File: config.mk
export PLATFORM = sky130hd
export DESIGN_NAME = l2_line_home
export DESIGN_NICKNAME = d
export VERILOG_FILES = /design/src/rtl/l2h_pkg.sv /design/src/rtl/l2h_req_class.sv /design/src/rtl/l2h_ack_calc.sv /design/src/rtl/l2_line_home.sv
export SDC_FILE = /design/constraint.sdc
export NUM_CORES = 1
export LEC_CHECK = 0
export BUFFER_PORTS_ARGS = -buffer_cell sky130_fd_sc_hd__buf_2
export CORE_MARGIN = 4
export CORE_UTILIZATION = 58
export CTS_BUF_LIST = sky130_fd_sc_hd__clkbuf_4 sky130_fd_sc_hd__clkbuf_8 sky130_fd_sc_hd__clkbuf_16
export DETAILED_ROUTE_END_ITERATION = 8
export GPL_ROUTABILITY_DRIVEN = 0
export MAX_ROUTING_LAYER = met4
export PLACE_DENSITY = 0.89
export REMOVE_ABC_BUFFERS = 1
export SYNTH_ARGS = -nofsm -noshare
export SYNTH_HDL_FRONTEND = slang
export SYNTH_SLANG_ARGS = --single-unit
File: constraint.sdc
create_clock -name clk -period 2.9 [get_ports clk]
set_input_delay 0.58 -clock clk [delete_from_list [all_inputs] [get_ports clk]]
set_output_delay 0.58 -clock clk [all_outputs]
set_load 0.03 [all_outputs]
File: src/rtl/l2h_pkg.sv
package l2h_pkg;
  typedef enum logic [2:0] {
    EV_RD, EV_RDI, EV_WR, EV_UPG, EV_WB, EV_WB_STALE, EV_BAD
  } ev_e;

  typedef enum logic [1:0] {
    RS_DATA = 2'd0, RS_DATA_EXCL = 2'd1, RS_ACK = 2'd2, RS_WBACK = 2'd3
  } rsp_kind_e;

  typedef enum logic [3:0] {
    ST_NONE, ST_FETCH_ONE, ST_FETCH_MANY, ST_FETCH_WR,
    ST_SHARED, ST_L2MOD, ST_L1OWN,
    ST_BLK_SH, ST_BLK_OWN,
    ST_FWD_WAIT2, ST_FWD_WAIT_DATA, ST_FWD_WAIT_UNB
  } line_st_e;
endpackage

File: src/rtl/l2h_req_class.sv
module l2h_req_class import l2h_pkg::*; #(
  parameter int N   = 4,
  parameter int IDW = 2
) (
  input  logic [2:0]     kind,
  input  logic           present,
  input  logic [N-1:0]   sharers,
  input  logic [IDW-1:0] src,
  output ev_e            ev
);
  logic is_sharer;
  assign is_sharer = present && sharers[src];

  always_comb begin
    case (kind)
      3'd0:    ev = EV_RD;
      3'd1:    ev = EV_RDI;
      3'd2:    ev = EV_WR;
      3'd3:    ev = is_sharer ? EV_UPG : EV_WR;
      3'd4:    ev = is_sharer ? EV_WB : EV_WB_STALE;
      default: ev = EV_BAD;
    endcase
  end
endmodule

File: src/rtl/l2h_ack_calc.sv
module l2h_ack_calc #(
  parameter int N   = 4,
  parameter int IDW = 2,
  parameter int AW  = 4
) (
  input  logic [N-1:0]          sharers,
  input  logic [IDW-1:0]        src,
  output logic                  member,
  output logic [N-1:0]          others,
  output logic signed [AW-1:0]  wr_cnt,
  output logic signed [AW-1:0]  upg_cnt
);
  logic [N-1:0]  src_oh;
  logic [AW-1:0] part [N+1];

  assign part[0] = '0;
  for (genvar g = 0; g < N; g++) begin : g_pop
    assign src_oh[g]  = (src == IDW'(g));
    assign part[g+1]  = part[g] + {{(AW-1){1'b0}}, sharers[g]};
  end

  assign member  = |(sharers & src_oh);
  assign others  = sharers & ~src_oh;
  assign wr_cnt  = $signed({{(AW-1){1'b0}}, member} - part[N]);
  assign upg_cnt = $signed({{(AW-1){1'b0}}, 1'b1} - part[N]);
endmodule

File: src/rtl/l2_line_home.sv
module l2_line_home import l2h_pkg::*; #(
  parameter int N = 4,
  localparam int IDW = (N > 1) ? $clog2(N) : 1,
  localparam int AW  = $clog2(N + 1) + 1
) (
  input  logic                 clk,
  input  logic                 rst,
  input  logic                 req_valid,
  input  logic [2:0]           req_kind,
  input  logic [IDW-1:0]       req_src,
  output logic                 req_ready,
  input  logic                 mem_valid,
  input  logic                 wbd_valid,
  input  logic                 wbd_dirty,
  input  logic                 unb_valid,
  input  logic                 unb_excl,
  input  logic [IDW-1:0]       unb_src,
  output logic                 mem_rd,
  output logic                 rsp_valid,
  output logic [1:0]           rsp_type,
  output logic [N-1:0]         rsp_dest,
  output logic signed [AW-1:0] rsp_cnt,
  output logic                 rsp_dirty,
  output logic                 inv_valid,
  output logic [N-1:0]         inv_mask,
  output logic                 fwd_valid,
  output logic [IDW-1:0]       fwd_dest,
  output logic                 fwd_excl
);
  line_st_e       st_q;
  logic [N-1:0]   sharers_q, readers_q;
  logic [IDW-1:0] owner_q, writer_q;
  logic           dirty_q;

  ev_e                  ev;
  logic                 member;
  logic [N-1:0]         others;
  logic signed [AW-1:0] wr_cnt, upg_cnt;
  logic [N-1:0]         src_oh, unb_oh, wr_oh;
  logic                 ok, take, blocking;

  l2h_req_class #(.N(N), .IDW(IDW)) u_class (
    .kind(req_kind), .present(st_q != ST_NONE), .sharers(sharers_q),
    .src(req_src), .ev(ev)
  );

  l2h_ack_calc #(.N(N), .IDW(IDW), .AW(AW)) u_ack (
    .sharers(sharers_q), .src(req_src), .member(member), .others(others),
    .wr_cnt(wr_cnt), .upg_cnt(upg_cnt)
  );

  for (genvar g = 0; g < N; g++) begin : g_oh
    assign src_oh[g] = (req_src  == IDW'(g));
    assign unb_oh[g] = (unb_src  == IDW'(g));
    assign wr_oh[g]  = (writer_q == IDW'(g));
  end

  assign blocking = st_q inside {ST_BLK_SH, ST_BLK_OWN, ST_FWD_WAIT2,
                                 ST_FWD_WAIT_DATA, ST_FWD_WAIT_UNB};

  always_comb begin
    case (st_q)
      ST_NONE, ST_SHARED, ST_L2MOD, ST_L1OWN: ok = (ev != EV_BAD);
      ST_FETCH_ONE, ST_FETCH_MANY: ok = ev inside {EV_RD, EV_RDI, EV_WB, EV_WB_STALE};
      default: ok = ev inside {EV_WB, EV_WB_STALE};
    endcase
  end

  assign req_ready = ok && !unb_valid && !mem_valid && !wbd_valid;
  assign take      = req_valid && req_ready;

  always_ff @(posedge clk) begin
    if (rst) begin
      st_q <= ST_NONE;  sharers_q <= '0; readers_q <= '0;
      owner_q <= '0;    writer_q <= '0;  dirty_q <= 1'b0;
      mem_rd <= 1'b0;   rsp_valid <= 1'b0; rsp_type <= RS_DATA;
      rsp_dest <= '0;   rsp_cnt <= '0;     rsp_dirty <= 1'b0;
      inv_valid <= 1'b0; inv_mask <= '0;
      fwd_valid <= 1'b0; fwd_dest <= '0;   fwd_excl <= 1'b0;
    end else begin
      mem_rd <= 1'b0; rsp_valid <= 1'b0; inv_valid <= 1'b0; fwd_valid <= 1'b0;
      if (unb_valid) begin
        if (unb_excl && (st_q == ST_BLK_SH || st_q == ST_BLK_OWN)) begin
          sharers_q <= unb_oh; owner_q <= unb_src; st_q <= ST_L1OWN;
        end else if (!unb_excl && st_q == ST_FWD_WAIT2) begin
          sharers_q <= sharers_q | unb_oh; st_q <= ST_FWD_WAIT_DATA;
        end else if (!unb_excl && st_q == ST_FWD_WAIT_UNB) begin
          sharers_q <= sharers_q | unb_oh; st_q <= ST_SHARED;
        end
      end else if (mem_valid) begin
        if (st_q inside {ST_FETCH_ONE, ST_FETCH_MANY, ST_FETCH_WR}) begin
          dirty_q <= 1'b0; rsp_valid <= 1'b1; rsp_cnt <= '0; rsp_dirty <= 1'b0;
          case (st_q)
            ST_FETCH_ONE: begin
              rsp_type <= RS_DATA_EXCL; rsp_dest <= readers_q; st_q <= ST_BLK_OWN;
            end
            ST_FETCH_MANY: begin
              rsp_type <= RS_DATA; rsp_dest <= readers_q; st_q <= ST_SHARED;
            end
            default: begin
              rsp_type <= RS_DATA; rsp_dest <= wr_oh; st_q <= ST_BLK_OWN;
            end
          endcase
        end
      end else if (wbd_valid) begin
        if (st_q == ST_FWD_WAIT2) begin
          dirty_q <= wbd_dirty; st_q <= ST_FWD_WAIT_UNB;
        end else if (st_q == ST_FWD_WAIT_DATA) begin
          dirty_q <= wbd_dirty; st_q <= ST_SHARED;
        end
      end else if (take) begin
        case (st_q)
          ST_NONE: begin
            if (ev == EV_RD || ev == EV_RDI) begin
              readers_q <= src_oh; sharers_q <= src_oh; mem_rd <= 1'b1;
              st_q <= (ev == EV_RD) ? ST_FETCH_ONE : ST_FETCH_MANY;
            end else if (ev == EV_WR) begin
              writer_q <= req_src; sharers_q <= '0; mem_rd <= 1'b1;
              st_q <= ST_FETCH_WR;
            end
          end
          ST_FETCH_ONE, ST_FETCH_MANY: begin
            if (ev == EV_RD || ev == EV_RDI) begin
              readers_q <= readers_q | src_oh; sharers_q <= sharers_q | src_oh;
              st_q <= ST_FETCH_MANY;
            end
          end
          ST_SHARED: begin
            if (ev == EV_RD || ev == EV_RDI) begin
              rsp_valid <= 1'b1; rsp_type <= RS_DATA; rsp_dest <= src_oh;
              rsp_cnt <= '0; rsp_dirty <= dirty_q; sharers_q <= sharers_q | src_oh;
            end else if (ev == EV_WR || ev == EV_UPG) begin
              rsp_valid <= 1'b1; rsp_dest <= src_oh; rsp_dirty <= dirty_q;
              rsp_type  <= (ev == EV_UPG) ? RS_ACK : RS_DATA;
              rsp_cnt   <= (ev == EV_UPG) ? upg_cnt : wr_cnt;
              inv_valid <= |others; inv_mask <= others;
              st_q <= ST_BLK_SH;
            end
          end
          ST_L2MOD: begin
            if (ev == EV_RDI) begin
              rsp_valid <= 1'b1; rsp_type <= RS_DATA; rsp_dest <= src_oh;
              rsp_cnt <= wr_cnt; rsp_dirty <= dirty_q;
              sharers_q <= sharers_q | src_oh; st_q <= ST_SHARED;
            end else if (ev inside {EV_RD, EV_WR, EV_UPG}) begin
              rsp_valid <= 1'b1; rsp_dest <= src_oh; rsp_dirty <= dirty_q;
              rsp_type  <= (ev == EV_RD) ? RS_DATA_EXCL : RS_DATA;
              rsp_cnt   <= (ev == EV_RD) ? '0 : wr_cnt;
              st_q <= ST_BLK_OWN;
            end
          end
          ST_L1OWN: begin
            if (ev == EV_RD || ev == EV_RDI) begin
              fwd_valid <= 1'b1; fwd_dest <= owner_q; fwd_excl <= 1'b0;
              st_q <= ST_FWD_WAIT2;
            end else if (ev == EV_WR || ev == EV_UPG) begin
              fwd_valid <= 1'b1; fwd_dest <= owner_q; fwd_excl <= 1'b1;
              st_q <= ST_BLK_OWN;
            end else if (ev == EV_WB) begin
              dirty_q <= 1'b1; sharers_q <= '0;
              rsp_valid <= 1'b1; rsp_type <= RS_WBACK; rsp_dest <= src_oh;
              rsp_cnt <= '0; rsp_dirty <= 1'b0; st_q <= ST_L2MOD;
            end
          end
          default: ;
        endcase
      end
    end
  end


  miss_fetch_chk: assert property (@(posedge clk) disable iff (rst)
    (take && st_q == ST_NONE && req_kind != 3'd4) |=> mem_rd);

  fetch_pulse_chk: assert property (@(posedge clk) disable iff (rst)
    mem_rd |=> !mem_rd);

  inv_skip_req_chk: assert property (@(posedge clk) disable iff (rst)
    (inv_valid && rsp_valid) |-> ((inv_mask & rsp_dest) == '0));

  excl_owner_chk: assert property (@(posedge clk) disable iff (rst)
    (unb_valid && unb_excl && (st_q == ST_BLK_SH || st_q == ST_BLK_OWN))
      |=> (st_q == ST_L1OWN && $countones(sharers_q) == 1));

  wback_single_chk: assert property (@(posedge clk) disable iff (rst)
    (rsp_valid && rsp_type == RS_WBACK) |-> ($countones(rsp_dest) == 1));

  blocked_quiet_chk: assert property (@(posedge clk) disable iff (rst)
    (blocking && req_valid && req_ready)
      |=> (!rsp_valid && !fwd_valid && !inv_valid && !mem_rd));
endmodule

Word-level counts from Yosys, hierarchy flattened
Cells that the tools add are included.
{ "totals": {"rom_bits": 0, "output_inout_bits": 23, "memories": 0, "latchBits": 0, "ff_bits": 39, "ramBits": 0, "in_bits": 15} }
{ "classes": {"n_bitwise": 15, "n_shift": 0, "n_reduce_logical": 55, "n_eq_ne": 59, "div": 0, "n_mux": 125, "order_cmp": 1, "n_addsub": 5, "mul": 0} }
{ "op_table": {"columns": ["op", "count"], "rows": [
  ["$mux 4", 59],
  ["$mux 1", 40],
  ["$mux 2", 15],
  ["$ne 3x3->1 const B", 10],
  ["$pmux 4 s3", 2],
  ["$reduce_and 11->1", 2],
  ["$reduce_and 7->1", 3],
  ["$pmux 4 s5", 1],
  ["$eq 4x3->1 const B", 4],
  ["$eq 4x4->1 const B", 4],
  ["$pmux 4 s4", 1],
  ["$reduce_bool 4->1", 4],
  ["$pmux 3 s5", 1],
  ["$reduce_bool 3->1", 5],
  ["$eq 2x2->1 const B", 6],
  ["$eq 3x2->1 const B", 4],
  ["$ne 4x4->1 const B", 3],
  ["$ne 6x6->1 const B", 2],
  ["$or 4x4->4", 3],
  ["$reduce_or 4->1", 3],
  ["$reduce_or 6->1", 2],
  ["$ne 5x5->1 const B", 2],
  ["$reduce_and 10->1", 1],
  ["$reduce_bool 2->1", 5],
  ["40 further kinds", 78]
]} }

Logic depth before layout (Yosys ltp)
{ "logic_depth": {"ltp_word": 16, "depth_mapped": 10, "depth_no_buf": 10} }

Cells and area by module
Synthesis repeated with hierarchy kept, for this count alone.
{ "hier_totals": {"hier_cells": 368, "area_unflattened_um2": 2810.2} }
{ "by_module_without_submodules": {"columns": ["mod", "area_per_inst_um2", "seq_area_each_um2", "instances", "cells_each"], "rows": [
  ["l2_line_home", 2532.4, 780.7, 1, 329],
  ["l2h_ack_calc", 198.9, 0.0, 1, 28],
  ["l2h_req_class", 78.8, 0.0, 1, 11]
]} }

Worst setup path after synthesis
OpenSTA, ideal clock, no wires.
{ "synth_path": {"kind": "input to register", "from": "input req_kind[2]", "to": "register inv_mask[2]", "t_required_ps": 2833, "path_slack_ps": 310, "path_stages": 9, "path_buffers": 3, "t_arrival_ps": 2523, "path_cell_list": "buf_4 nor3b_4 o2111ai_2 or2_1 buf_6 or4_1 buf_2 or3_1 a21oi_2"} }
{ "synth_between": {"elab_chain_cells": 10, "word_cells_on_any_way": 24, "cone_classes": "eq/ne: 10; mux: 2; bitwise: 1; reduce/logical: 11"} }
{ "synth_rtl": {"columns": ["item", "line", "source"], "rows": [
  ["from (decl)", "l2_line_home.sv:9", "input logic [2:0] req_kind,"],
  ["$eq 3x3->1, or another cell as far along", "l2h_req_class.sv:15", "case (kind)"],
  ["$pmux 3 s5 (*)", "l2h_req_class.sv:15", null],
  ["$eq 3x1->1, or another cell as far along", "l2_line_home.sv:64, l2_line_home.sv:129", null],
  ["$reduce_bool 4->1 or $reduce_bool 2->1 (tied branches)", "l2_line_home.sv:64, l2_line_home.sv:65", null],
  ["$pmux 1 s2", "l2_line_home.sv:62", "case (st_q)"],
  ["$logic_and 1x1->1 (3 in series)", "l2_line_home.sv:69", "assign req_ready = ok && !unb_valid && !mem_valid && !wbd_valid;"],
  ["$logic_and 1x1->1", "l2_line_home.sv:70", "assign take = req_valid && req_ready;"],
  ["$reduce_and 7->1 (no source line) (*)", null, null],
  ["to (signal assigned)", "l2_line_home.sv:136", "inv_valid <= |others; inv_mask <= others;"],
  ["to (decl)", "l2_line_home.sv:25", "output logic [N-1:0] inv_mask,"]
]} }
Mark *: on every way between the ends. The rest lies on a longest branch, timed or not.
A chain may end at the register's enable or synchronous reset.

Worst setup path after layout
{ "layout_path": {"from": "register st_q[3]", "to": "register sharers_q[1]"} }
{ "layout_between": {"elab_chain_cells": 13, "word_cells_on_any_way": 56, "cone_classes": "eq/ne: 22; mux: 12; reduce/logical: 22"} }
{ "layout_rtl": {"columns": ["item", "line", "source"], "rows": [
  ["from (decl)", "l2_line_home.sv:30", "line_st_e st_q;"],
  ["from (signal assigned)", "l2_line_home.sv:116", "st_q <= (ev == EV_RD) ? ST_FETCH_ONE : ST_FETCH_MANY;"],
  ["$reduce_bool 4->1", "l2_line_home.sv:43", ".kind(req_kind), .present(st_q != ST_NONE), .sharers(sharers_q),"],
  ["$logic_and 1x1->1", "l2h_req_class.sv:12", "assign is_sharer = present && sharers[src];"],
  ["$mux 1 (on tied branches)", "l2h_req_class.sv:20, l2h_req_class.sv:19", null],
  ["$pmux 3 s5", "l2h_req_class.sv:15", null],
  ["$eq 3x1->1, or another cell as far along", null, null],
  ["$reduce_bool 4->1 or $reduce_bool 2->1 (tied branches)", "l2_line_home.sv:64, l2_line_home.sv:65", null],
  ["$pmux 1 s2", "l2_line_home.sv:62", null],
  ["$logic_and 1x1->1 (3 in series)", "l2_line_home.sv:69", null],
  ["$logic_and 1x1->1", "l2_line_home.sv:70", null],
  ["$reduce_bool 2->1 (no source line)", null, null],
  ["$reduce_and 11->1 (no source line)", null, null],
  ["to (signal assigned)", "l2_line_home.sv:124", "readers_q <= readers_q | src_oh; sharers_q <= sharers_q | src_oh;"],
  ["to (decl)", "l2_line_home.sv:31", "logic [N-1:0] sharers_q, readers_q;"]
]} }
Parallel ways exist; a longest one is shown, timed or not. The select of a mux whose other input is x is not followed.

==> flow_metrics.env <==
export IMPL_die_w_um=76.34
export IMPL_crit_type="flip-flop to flip-flop"
export IMPL_antenna_cells=0
export IMPL_vias=2923
export IMPL_dp_hpwl_um=5312
export IMPL_min_to="inv_mask[0]"
export IMPL_grt_pass1_vias=2721
export IMPL_ys_flop_type="dfxtp_1"
export IMPL_cp_end_kind="flip-flop"
export IMPL_p_int_uw=908.9
export IMPL_timing_rr_start="st_q[3]"
export IMPL_grt_start_max_net_pins=45
export IMPL_ys_ff_latch=39
export IMPL_synth_edff_count=0
export IMPL_viasPerCell=6.628
export IMPL_clockBufferDepth=2
export IMPL_die_area_mm2=0.005828
export IMPL_wl_met3_um=813
export IMPL_grt_pass1_wl_um=12430
export IMPL_initial_core_util_pct=60.95
export IMPL_final_layout_size_suffix_gt1_share_pct=19.02
export IMPL_clkTransAtPathRegs_ns=0.08
export IMPL_drt_total_wl_um=7380
export IMPL_synth_top_cells_by_count="39 x dfxtp_1, 36 x nor2_1, 29 x nand2_1"
export IMPL_htreeDepth=2
export IMPL_drc_errors=0
export IMPL_multi_input_area_mm2=0.001729
export IMPL_die_h_um=76.34
export IMPL_yosysMostFrequentCell="dfxtp_1"
export IMPL_syn2layout_area_growth_pct=12.84
export IMPL_yosysSeqAreaShare_pct=28.82
export IMPL_firstDrtPassIters=8
export IMPL_core_area_mm2=0.004444
export IMPL_ys_async_sr_fraction_pct=0
export IMPL_rows=24
export IMPL_wl_met2_um=3415
export IMPL_drt_initial_drc_count=432
export IMPL_cp_required_ns=3.14
export IMPL_rsz0062_at_grt="no"
export IMPL_fmax_ghz=0.3799
export IMPL_yosysTopAreaCellShare_pct=28.82
export IMPL_cp_cell_sequence="buf_4 -> or4_1 -> and3_1 -> o2111a_1 -> a21o_1 -> a21oi_1 -> a22o_1"
export IMPL_slowest_stage="or4_1"
export IMPL_cts_sinks=39
export IMPL_final_nets=409
export IMPL_drt_met1_wl_um=2954
export IMPL_clock_power_share_pct=35.0
export IMPL_root_buffer="clkbuf_8"
export IMPL_arrival_ns=2.87
export IMPL_synth_top_cell_by_area="dfxtp_1"
export IMPL_ant_nets=0
export IMPL_fillers=357
export IMPL_fin_cells=441
export IMPL_period_minus_slack_ns=2.632
export IMPL_power_density_mw_per_mm2=427.2
export IMPL_dp_cells=433
export IMPL_setup_viol=0
export IMPL_p_seq_share_pct=43.6
export IMPL_yosys_top_cells_area="dfxtp_1 29%, nor2_1 5.0%, o21ai_0 5.0%, mux2i_1 4.8%, a21oi_1 4.2%"
export IMPL_syn_avg_cell_area_um2=7.546
export IMPL_r2r_slack_ns=0.27
export IMPL_hold_viol_final=0
export IMPL_p_sw_uw=397.0
export IMPL_status="completed"
export IMPL_p_leak_uw=0.001207
export IMPL_clk_latency_ns=0.30
export IMPL_cts_setup_buffers=0
export IMPL_yosysUniqueCellTypes=69
export IMPL_comb_power_share_pct=21.4
export IMPL_top_layer_used="met4"
export IMPL_ctsResizeCount=0
export IMPL_r2r_cells=7
export IMPL_slowest_delay_ns=0.60
export IMPL_finalMaxSlewViolations=0
export IMPL_ff_latch_area_um2=780.7
export IMPL_cts_tree="done"
export IMPL_syn_inst=359
export IMPL_hold_path_class="flip-flop to flip-flop"
export IMPL_critPathLaunchType="flip-flop"
export IMPL_numCtsBuffers=5
export IMPL_cts_hold_buffers=0
export IMPL_holdPathStages=2
export IMPL_ios=38
export IMPL_cp_max_fo=10
export IMPL_worst_ir_drop_vdd_uv=296.3
export IMPL_syn_cell_area_mm2=0.002709
export IMPL_antenna_found_initial=0
export IMPL_min_period_over_period_pct=90.77
export IMPL_path_buf_inv=1
export IMPL_hold_start="inv_mask[0]"
export IMPL_port_buffers=37
export IMPL_max_slew_margin_pct=49.19
export IMPL_yosysWarnings=0
export IMPL_critPathTopFamily="compound AO/OA/AOI/OAI gates"
export IMPL_power_share_switching_pct=30.40
export IMPL_reg2reg_to="sharers_q[1]"
export IMPL_max_slew_worst_pin_slew_ns=0.7621
export IMPL_wire_per_inst_um=16.73
export IMPL_maxCapViolCount=0
export IMPL_track_usage_pct=26.55
export IMPL_fin_skew_ns=0.004963
export IMPL_tns_ns=0
export IMPL_gr_total_overflow=0
## flip-flops by register name, summed over array words and instances, names as in the netlist, 4 cells and up
register	flops
inv_mask	4
readers_q	4
rsp_cnt	4
rsp_dest	4
sharers_q	4
st_q	4
## worst reg2reg max path, cell delays in order, from the launching register on
cell      delay [ns]
dfxtp_1         0.46
buf_4           0.24
or4_1           0.61
and3_1          0.24
o2111a_1        0.26
a21o_1          0.24
a21oi_1         0.32
a22o_1          0.21
## power by group through the flow
stage                     logic [uW]  clock network [uW]  registers (uW)
after floorplan                  152                   0             590
after global placement           265                   0             579
after detailed placement         271                   0             580
after CTS                        274                 468             567
after global routing             307                 495             570
final                            280                 457             569
## final cells by class
class,instances,share of cell area [%]
Inverter,17,2.088
Clock inverter,3,1.433
Sequential cell,39,25.54
Tap cell,52,2.129
Clock buffer,5,2.251
Timing Repair Buffer,53,9.988
Multi-Input combinational cell,272,56.57
## metrics by stage
step	total power, uW	setup WS (ns)	utilization, %	hold slack, ns	cell area, um2
finish	1306	0.2677	68.78	0.4626	3057
global route	1372	0.1805	68.78	0.4938	3057
CTS	1309	0.3285	68.78	0.4639	3057
detailed placement	850.4	0.2192	66.24	0.4485	2944
global placement	844.7	0.2658	66.24	0.4488	2944
floorplan	741.6	0.3669	-	0.4479	2574
## kinds of logic (layout without fill, tap and decap cells)
kind of cell / Yosys count / after routing / synth area share, %
and+or+nand+nor: 141 / 141 / 27.62
DFF: 39 / 39 / 28.82
xor gates and xnor gates: 3 / 3 / 0.9702
AOI/OAI and AO/OA: 108 / 108 / 26.56
adders and majority gates: 6 / 6 / 3.049
muxes: 14 / 14 / 5.635
buffers and inverters: 48 / 78 / 7.344
## worst max-delay path by stage
stage                startpoint      endpoint  slack, ns  cells past startpoint
floorplan               st_q[1]   inv_mask[2]       0.37                      6
global placement    req_kind[2]     inv_valid       0.27                      6
detailed placement  req_kind[2]   inv_mask[2]       0.22                      7
CTS                     st_q[0]   inv_mask[2]       0.33                      6
global route            st_q[0]   rsp_dest[1]       0.18                      6
finish                  st_q[3]  sharers_q[1]       0.27                      7
## cell usage in the layout (no fill, tap or decap), types with 3 or more instances in the layout
master / Yosys / final
a211oi_1: 3 / 3
a21o_1: 3 / 3
a21oi_1: 23 / 23
a31oi_1: 5 / 5
and3_1: 5 / 5
buf_2: 5 / 37
buf_4: 1 / 16
clkbuf_8: 0 / 5
dfxtp_1: 39 / 39
ha_1: 5 / 5
inv_1: 16 / 16
mux2i_1: 13 / 13
nand2_1: 29 / 29
nand2b_1: 8 / 8
nand3_1: 11 / 11
nor2_1: 36 / 36
nor2b_1: 9 / 9
nor3_1: 10 / 10
nor4_1: 7 / 7
o21a_1: 4 / 4
o21ai_0: 27 / 27
o22ai_1: 5 / 5
o31ai_1: 5 / 5
o41ai_1: 3 / 3
or2_2: 4 / 4
or3b_2: 3 / 3
or4_1: 4 / 4
## layer usage
| metal | GRT usage (%) | vias up |
|---|---|---|
| li1 | - | 1370 |
| met1 | 32.31 | 1337 |
| met2 | 41.56 | 185 |
| met3 | 6.974 | 31 |
| met4 | 11.23 | 0 |
| met5 | - | - |
Note: power is estimated with default switching activity, not from simulation.
